[config.mk]
export PLATFORM = sky130hd
export DESIGN_NAME = sfu_top
export DESIGN_NICKNAME = d
export VERILOG_FILES = /design/src/rtl/sfu_pkg.sv /design/src/rtl/sfu_ccs_next.sv /design/src/rtl/sfu_stack_swap.sv /design/src/rtl/sfu_top.sv
export SDC_FILE = /design/constraint.sdc
export NUM_CORES = 1
export LEC_CHECK = 0
export BUFFER_PORTS_ARGS = -buffer_cell sky130_fd_sc_hd__buf_2
export CORE_ASPECT_RATIO = 2
export CORE_MARGIN = 4
export CORE_UTILIZATION = 51
export DETAILED_ROUTE_END_ITERATION = 10
export PLACE_DENSITY = 0.86
export SKIP_CTS_REPAIR_TIMING = 1
export SYNTH_ARGS = -nofsm -noshare
export SYNTH_HDL_FRONTEND = slang
export SYNTH_HIERARCHICAL = 1
export SYNTH_SLANG_ARGS = --single-unit
[constraint.sdc]
create_clock -name clk_i -period 4.4 [get_ports clk_i]
set_clock_uncertainty 0.15 [all_clocks]
set_input_delay 0.44 -clock clk_i [delete_from_list [all_inputs] [get_ports clk_i]]
set_output_delay 0.44 -clock clk_i [all_outputs]
set_load 0.01 [all_outputs]
[src/rtl/sfu_pkg.sv]
package sfu_pkg;
  typedef enum logic [1:0] {
    OP_SET   = 2'd0,
    OP_CLR   = 2'd1,
    OP_MEMCV = 2'd2,
    OP_OTHER = 2'd3
  } sfu_op_e;
endpackage

[src/rtl/sfu_ccs_next.sv]
module sfu_ccs_next
  import sfu_pkg::*;
#(
  parameter int FLAG_W = 16,
  parameter int U_BIT  = 6,
  parameter int X_BIT  = 4
) (
  input  logic              vld_i,
  input  logic [1:0]        op_i,
  input  logic [FLAG_W-1:0] mask_i,
  input  logic [FLAG_W-1:0] ccs_q_i,
  output logic [FLAG_W-1:0] ccs_d_o,
  output logic              enter_user_o
);
  localparam logic [FLAG_W-1:0] CV_MASK = FLAG_W'(3);
  localparam logic [FLAG_W-1:0] X_MASK  = FLAG_W'(1) << X_BIT;

  sfu_op_e op;
  assign op = sfu_op_e'(op_i);

  always_comb begin
    ccs_d_o = ccs_q_i;
    if (vld_i) begin
      unique case (op)
        OP_SET:   ccs_d_o = ccs_q_i | mask_i;
        OP_CLR:   ccs_d_o = ccs_q_i & ~mask_i;
        OP_MEMCV: ccs_d_o = ccs_q_i & ~CV_MASK;
        OP_OTHER: ccs_d_o = ccs_q_i & ~X_MASK;
        default:  ccs_d_o = ccs_q_i;
      endcase
    end
  end

  // supervisor -> user transition only
  assign enter_user_o = vld_i && (op == OP_SET) && mask_i[U_BIT] && !ccs_q_i[U_BIT];
endmodule

[src/rtl/sfu_stack_swap.sv]
module sfu_stack_swap #(
  parameter int SP_W = 32
) (
  input  logic            clk_i,
  input  logic            rst_ni,
  input  logic            swap_i,
  input  logic [SP_W-1:0] usp_i,
  input  logic            we_i,
  input  logic [SP_W-1:0] wdata_i,
  output logic [SP_W-1:0] sp_o,
  output logic [SP_W-1:0] ksp_o
);
  logic [SP_W-1:0] sp_q, ksp_q;

  always_ff @(posedge clk_i or negedge rst_ni) begin
    if (!rst_ni) begin
      sp_q  <= '0;
      ksp_q <= '0;
    end else if (swap_i) begin
      ksp_q <= sp_q;
      sp_q  <= usp_i;
    end else if (we_i) begin
      sp_q  <= wdata_i;
    end
  end

  assign sp_o  = sp_q;
  assign ksp_o = ksp_q;
endmodule

[src/rtl/sfu_top.sv]
module sfu_top #(
  parameter int FLAG_W = 16,
  parameter int SP_W   = 32,
  parameter int U_BIT  = 6,
  parameter int X_BIT  = 4
) (
  input  logic              clk_i,
  input  logic              rst_ni,
  input  logic              op_vld_i,
  input  logic [1:0]        op_i,
  input  logic [FLAG_W-1:0] mask_i,
  input  logic [SP_W-1:0]   usp_i,
  input  logic              sp_we_i,
  input  logic [SP_W-1:0]   sp_wdata_i,
  output logic [FLAG_W-1:0] ccs_o,
  output logic [SP_W-1:0]   sp_o,
  output logic [SP_W-1:0]   ksp_o,
  output logic              user_mode_o,
  output logic              flush_o
);
  logic [FLAG_W-1:0] ccs_q, ccs_d;
  logic              enter_user;
  logic              flush_q;

  sfu_ccs_next #(.FLAG_W(FLAG_W), .U_BIT(U_BIT), .X_BIT(X_BIT)) u_next (
    .vld_i        (op_vld_i),
    .op_i         (op_i),
    .mask_i       (mask_i),
    .ccs_q_i      (ccs_q),
    .ccs_d_o      (ccs_d),
    .enter_user_o (enter_user)
  );

  sfu_stack_swap #(.SP_W(SP_W)) u_stk (
    .clk_i   (clk_i),
    .rst_ni  (rst_ni),
    .swap_i  (enter_user),
    .usp_i   (usp_i),
    .we_i    (sp_we_i),
    .wdata_i (sp_wdata_i),
    .sp_o    (sp_o),
    .ksp_o   (ksp_o)
  );

  always_ff @(posedge clk_i or negedge rst_ni) begin
    if (!rst_ni) begin
      ccs_q   <= '0;
      flush_q <= 1'b0;
    end else begin
      ccs_q   <= ccs_d;
      flush_q <= enter_user;
    end
  end

  assign ccs_o       = ccs_q;
  assign user_mode_o = ccs_q[U_BIT];
  assign flush_o     = flush_q;
endmodule

== Word-level counts from Yosys, hierarchy flattened ==
Cells that the tools add are included.
Storage, ports and cells
  bits in registers: 81
  word-level logic and storage cells: 26
  output and inout bits: 82
  input bits: 86
Cells by class
  bitwise logic cells: 5
  reduce and logical (&&, ||, !) cells: 9
  mux-type cells: 3
  equal/unequal tests: 3
Operators by type and width (count)
  $mux 32: 2
  $pmux 16 s4: 1
  $and 16x16->16: 1
  $not 16->16: 1
  $or 16x16->16: 1
  $eq 2x2->1 const B: 2
  $reduce_and 2->1: 2
  $logic_and 1x1->1: 3
  $reduce_and 3->1: 1
  $eq 2x1->1 const B: 1
  $logic_not 2->1: 1
  $not 1->1: 2
  $reduce_bool 2->1: 1
  $logic_not 1->1: 1

== Logic depth before layout (Yosys ltp) ==
Gate-level depths: netlist (run 1).
  depth in word-level cells: 5
  depth in mapped cells: 8
  depth with buffers taken out: 4

== Modules after synthesis ==
The synthesis (run 1) kept the hierarchy.
Modules (own cells, without submodules)
  sfu_stack_swap: cells each 207, area an instance 2845.2 sq um, sequential area each 1601.5 sq um, instances 1
  sfu_top: cells each 18, area an instance 432.9 sq um, sequential area each 425.4 sq um, instances 1
  sfu_ccs_next: cells each 57, area an instance 410.4 sq um, sequential area each 0.0 sq um, instances 1

== Worst setup path before layout (run 1) ==
No wires, ideal clock.
  path kind: input-to-reg
  start: in op_i[1]
  end: reg u_stk.ksp_q[10] (netlist: u_stk/ksp_o[10])
  cell stages on the path: 6
  path slack: 2.522 ns
  library setup time: 0.125 ns
  buffers on the path: 3
  required time: 4.125 ns
  arrival: 1.603 ns
  cell sequence: buf_2 nand3b_1 nor3_1 buf_6 buf_6 mux2_4
Between the ends
  cells in the longest elaborated chain, start to end: 4
Ends and longest elaborated chain
  start, declared: RTL line sfu_top.sv:10  | input logic [1:0] op_i,
  $logic_not 2->1: RTL line sfu_ccs_next.sv:35  | assign enter_user_o = vld_i && (op == OP_SET) && mask_i[U_BIT] && !ccs_q_i[U_BIT];
  $logic_and 1x1->1 (3 in series): RTL line sfu_ccs_next.sv:35
  net enter_user: RTL line sfu_top.sv:22  | logic enter_user;
  end signal, assigned: RTL line sfu_stack_swap.sv:20  | ksp_q <= sp_q;
  end, declared: RTL line sfu_stack_swap.sv:13  | logic [SP_W-1:0] sp_q, ksp_q;
The timed path passes the listed nets, and every way through them passes these cells.
A chain may end at the register's enable or synchronous reset.

== Worst setup path in the final report (run 1) ==
  start: in op_vld_i
  end: reg u_stk.ksp_q[24] (netlist: u_stk/ksp_o[24])
Between the ends
  cells in the longest elaborated chain, start to end: 3
Ends and longest elaborated chain
  start, declared: RTL line sfu_top.sv:9  | input logic op_vld_i,
  $logic_and 1x1->1 (3 in series): RTL line sfu_ccs_next.sv:35
  net enter_user: RTL line sfu_top.sv:22
The timed path passes the listed nets, and every way through them passes these cells.

==> results of run 1 <==
power breakdown:
part           internal, mW  total, mW  switching (mW)
Sequential            0.920       1.03           0.114
Clock                 0.453      0.722           0.269
Combinational         0.335      0.612           0.277
Total                  1.71       2.37           0.660
logic make-up (layout without fill, tap and decap cells):
| group | count (synthesis) | after routing | synth area share [%] |
|---|---|---|---|
| AOI/OAI and AO/OA | 37 | 37 | 5.53 |
| buffers and inverters | 35 | 197 | 6.92 |
| DFF | 81 | 81 | 55.0 |
| muxes | 77 | 77 | 25.2 |
| and+or+nand+nor | 52 | 52 | 7.36 |
stage by stage:
step,total power [mW],utilization [%],std cells,hold WS (ps)
4_1_cts,2.40,67.8,534,154
6_report,2.37,67.8,534,117
5_1_grt,2.49,67.8,534,164
3_5_place_dp,1.67,63.7,519,341
3_3_place_gp,1.63,63.7,519,336
2_1_floorplan,1.38,-,282,-5.59
final cells by class:
class	count	area, um2	share of cell area [%]
clock buffer	13	250	5.28
clock inverter	2	38.8	0.818
inverter	13	48.8	1.03
multi-input combinational	166	1410	29.8
sequential	81	2030	42.7
tap	90	113	2.37
timing repair buffer	169	853	18.0
Yosys cell counts, types with 2 or more instances:
master	instances
nor3b_1	2
dfrtp_1	81
nand2_1	32
o21ai_1	31
buf_2	3
buf_6	9
inv_1	13
a211o_1	3
buf_8	3
mux2_4	32
mux2i_1	45
nor4bb_1	3
clkbuf_1	2
nand3b_1	13
buf_4	5
layer usage:
layer,GRT usage (%),wire [um]
met1,21.7,3110
met2,37.2,4930
met3,5.44,536
met4,9.14,201
met5,0,0
worst reg2reg max path: cells and delay by family (launching register included):
kind                   cells  cell delay [ps]
multiplexers               1              390
buffers and inverters      1              620
AND/OR/NAND/NOR            1              200
flip-flops                 1              410
flip-flops by register name (all words and copies together), names as in the netlist:
name,cells
u_stk/sp_o,32
u_stk/ksp_o,32
flush_o,1
ccs_o,16
path summary, 6_finish.rpt:
kind / startpoint / endpoint / cells past startpoint
worst max register to register: ccs_o[6] / u_stk/ksp_o[24] / 3
worst min-delay path: rst_ni / ccs_o[0] / 1
max in group asynchronous: rst_ni / u_stk/ksp_o[27] / 1
worst min register to register: u_stk/ksp_o[9] / u_stk/ksp_o[9] / 1
min in group clk_i: usp_i[29] / u_stk/sp_o[29] / 3
worst max-delay path: op_vld_i / u_stk/ksp_o[24] / 5
==> impl_metrics.yaml, run 1 <==
sta:
  setup_tns_ps: 0
  setup_viol: 0
  fin_crit_ps: 2020
  fmax_mhz: 495
  rsz0062_at_grt: "false"
  worst_slack_ps: 2380
  tightestPinTransition_ps: 1010
  slew_viol_final: 0
  min_period_over_period_pct: 45.9
  finalHoldViolCount: 0
  max_slew_margin_pct: 32.4
route:
  drc: 0
  drt_iter0_markers: 219
  wirelength_um: 8780
  detail_route.wl_per_cell_um: 16.4
  drt_pass1_iterations: 4
  ant_nets: 0
  num_vias: 2745
  avgViaCountPerCell: 5.14
place:
  place_ws_ps: 2060
  placed_area_mm2: 0.00445
  dpl.hpwl_um: 6470
  portBuffers: 167
  gp_congestion: 0.799
worst_setup_path:
  critPathKind: "in -> reg"
  arrival_ps: 2070
  critical_path.top_delay_family: "buffers and inverters"
  endpoint_kind: "flip-flop"
  slowest_delay_ps: 620
  worst_ep_required_time_ps: 4460
  critPathSlowestCell: "buf_4"
  cp-start-kind: "input pin"
  regToRegSetupSlack_ps: 2510
  crit_path_max_fanout: 60
  path_buf_inv: 2
  path_cells: "buf_2 -> nand3b_1 -> nor3_2 -> buf_4 -> mux2_4"
floorplanning:
  die-height_um: 128
  io_pins: 168
  die_area_mm2: 0.00874
  rows: 43
  die_x_um: 68.1
  coreArea_mm2: 0.00699
  initial_utilization_pct: 52.7
global_route:
  grt_pass1_wl_um: 13500
  grt_pass1_vias: 2795
  antenna_found_initial: 0
  grt_max_degree: 82
  grt_overflow: 0
  globalRouteTotalUtil_pct: 20.7
worst_hold_path:
  hold_class: "in -> async"
synth:
  netlist_area_mm2: 0.00369
  ys_seq_elements: 81
  yosysWarningCount: 6
  synth_edf_count: 0
  synth_ff_type: "dfrtp_1"
  avgSynthCellArea_um2: 13.1
  synth_cell_type_count: 20
  yosysTopAreaCellShare_pct: 55.0
  synth_area_leader_cell: "dfrtp_1"
  synth_fp_nets: 368
  seq_area_frac_synth_pct: 55.0
  synth_area_leaders: "dfrtp_1 (55%), mux2_4 (13%), mux2i_1 (12%)"
  netlist_instances: 282
  synthArstFlopShare_pct: 100
status:
  status: "complete, no violations"
finish:
  nFillCells: 530
  final_cell_mix: "buf_2 (166), dfrtp_1 (81), mux2i_1 (45), nand2_1 (32), mux2_4 (32)"
  syn2layout_area_growth_pct: 28.6
  final_nets: 526
  diodes: 0
  final_common_cell: "buf_2"
  drive_gt1_share_pct: 48.2
  final_area_mm2: 0.00474
clocking:
  cts-htree-levels: 3
  worstSkewPairLatency_ps: 330
  clk_pin_slew_worst_paths_ps: 60
  cts_buffer_depth: 2
  cts_tree: "yes"
  cts-root-buf: "clkbuf_16"
  numCtsBuffers: 9
  clock-sinks: 81
flow_run:
  cap_viol_max_count: 0
pwr:
  ir_drop_mv: 0.286
  powerDensity_mw_per_mm2: 499
  p_leak_nw: 2.52
Power figures use the tool's default switching activity.
==> run 2: changes to the inputs <==
- CORE_UTILIZATION: 51 -> 47
- PLACE_DENSITY: 0.86 -> 0.8
- clock period: 4.4 -> 2.1 ns (I/O delays scaled with it)
==> run 2 against run 1 <==
  * Non-clock buffer count grew 39
  * Register-to-register slack lost 2100 ps
  * Combinational power is 120% higher
  * Largest cell class unchanged
==> impl_metrics.yaml, run 2 (same netlist as run 1, synthesis figures left out) <==
sta:
  fmax_mhz: 580
  setup_viol: 0
  slew_viol_final: 0
  finalHoldViolCount: 0
  min_period_over_period_pct: 82.1
  fin_crit_ps: 1720
  max_slew_margin_pct: 55.0
  tightestPinTransition_ps: 676
  setup_tns_ps: 0
  rsz0062_at_grt: "false"
finish:
  final_common_cell: "buf_2"
  multi_input_area_mm2: 0.00141
  final_cell_mix: "buf_2 (166), dfrtp_1 (81), mux2i_1 (45), dlygate4sd3_1 (33)"
  seqCellArea_mm2: 0.00203
  final_nets: 565
  diodes: 0
  nFillCells: 537
  drive_gt1_share_pct: 46.3
  syn2layout_area_growth_pct: 41.4
floorplanning:
  die-height_um: 133
  io_pins: 168
  die_area_mm2: 0.00941
  coreArea_mm2: 0.00760
  die_x_um: 70.6
  rows: 45
  initial_utilization_pct: 48.5
pwr:
  total_power_mw: 5.19
  p_leak_nw: 2.72
  powerDensity_mw_per_mm2: 994
  ir_drop_mv: 0.714
clocking:
  worstSkewPairLatency_ps: 320
  cts-htree-levels: 3
  clk_pin_slew_worst_paths_ps: 60
  numCtsBuffers: 9
  cts_tree: "yes"
  cts_buffer_depth: 2
  clock-sinks: 81
  cts-root-buf: "clkbuf_16"
route:
  wirelength_um: 9230
  ant_nets: 0
  drc: 0
  drt_iter0_markers: 137
  num_vias: 2833
  avgViaCountPerCell: 4.90
  drt_pass1_iterations: 4
  detail_route.wl_per_cell_um: 16.0
worst_setup_path:
  endpoint_kind: "flip-flop"
  crit_path_max_fanout: 44
  slowest_delay_ps: 410
  critical_path.top_delay_family: "flip-flops"
  critPathSlowestCell: "dfrtp_1"
  arrival_ps: 1770
  critPathKind: "reg -> reg"
  r2r-start: "ccs_o[6]"
  path_cells: "nor3_2 -> buf_12 -> mux2_4"
  path_buf_inv: 1
  cp-start-kind: "flip-flop"
  worst_ep_required_time_ps: 2150
  setup.worst_path.start: "ccs_o[6]"
global_route:
  grt_max_degree: 53
  globalRouteTotalUtil_pct: 18.8
  grt_pass1_wl_um: 13900
  grt_pass1_vias: 2800
  antenna_found_initial: 0
  grt_overflow: 0
place:
  portBuffers: 167
  dpl.hpwl_um: 6800
  gp_congestion: 0.800
worst_hold_path:
  hold_class: "in -> reg"
  hold_start: "sp_wdata_i[10]"
status:
  status: "complete, no violations"
flow_run:
  cap_viol_max_count: 0
[run 2: worst reg2reg max path: stages, from the launching register on]
cell and delay, ps:
dfrtp_1 410, nor3_2 400, buf_12 300, mux2_4 340
[run 2: per-layer routing]
metal | part of all wire (%) | global-route usage [%]
met5 | 0 | 0
met3 | 5.7 | 4.08
met2 | 56 | 34.3
met4 | 1.9 | 7.85
met1 | 36 | 20.7
[run 2: where the power goes]
group	internal [mW]	total, mW	switching, mW
Clock	1.07	1.67	0.599
Combinational	0.755	1.35	0.592
Sequential	1.93	2.16	0.237
[run 2: stage by stage]
stage	std cells	utilization, %	instance area, um2	setup slack, ps	hold WS (ps)
4_1_cts	545	64.2	4880	362	-217
3_3_place_gp	529	59.9	4550	335	136
5_1_grt	578	68.6	5210	311	19.5
2_1_floorplan	282	-	3690	452	-236
3_5_place_dp	529	59.9	4550	293	142
6_report	578	68.6	5210	376	10.9
[run 2: path summary, 6_finish.rpt]
| path | cells after the start | slack, ps | to |
|---|---|---|---|
| min reg2reg | 1 | 360 | u_stk/ksp_o[13] |
| max | 3 | 380 | u_stk/ksp_o[11] |
| max reg2reg | 3 | 380 | u_stk/ksp_o[11] |
| min | 3 | 10 | u_stk/sp_o[10] |
| max in group asynchronous | 3 | 840 | u_stk/ksp_o[8] |
| min in group asynchronous | 2 | 330 | u_stk/ksp_o[25] |
[run 2: cell type report]
type / instances / area share, %
Sequential cell: 81 / 38.9
Clock buffer: 10 / 4.58
Clock inverter: 6 / 1.75
Timing Repair Buffer: 208 / 24.5
Multi-Input combinational cell: 166 / 27.1
Tap cell: 94 / 2.26
Inverter: 13 / 0.936
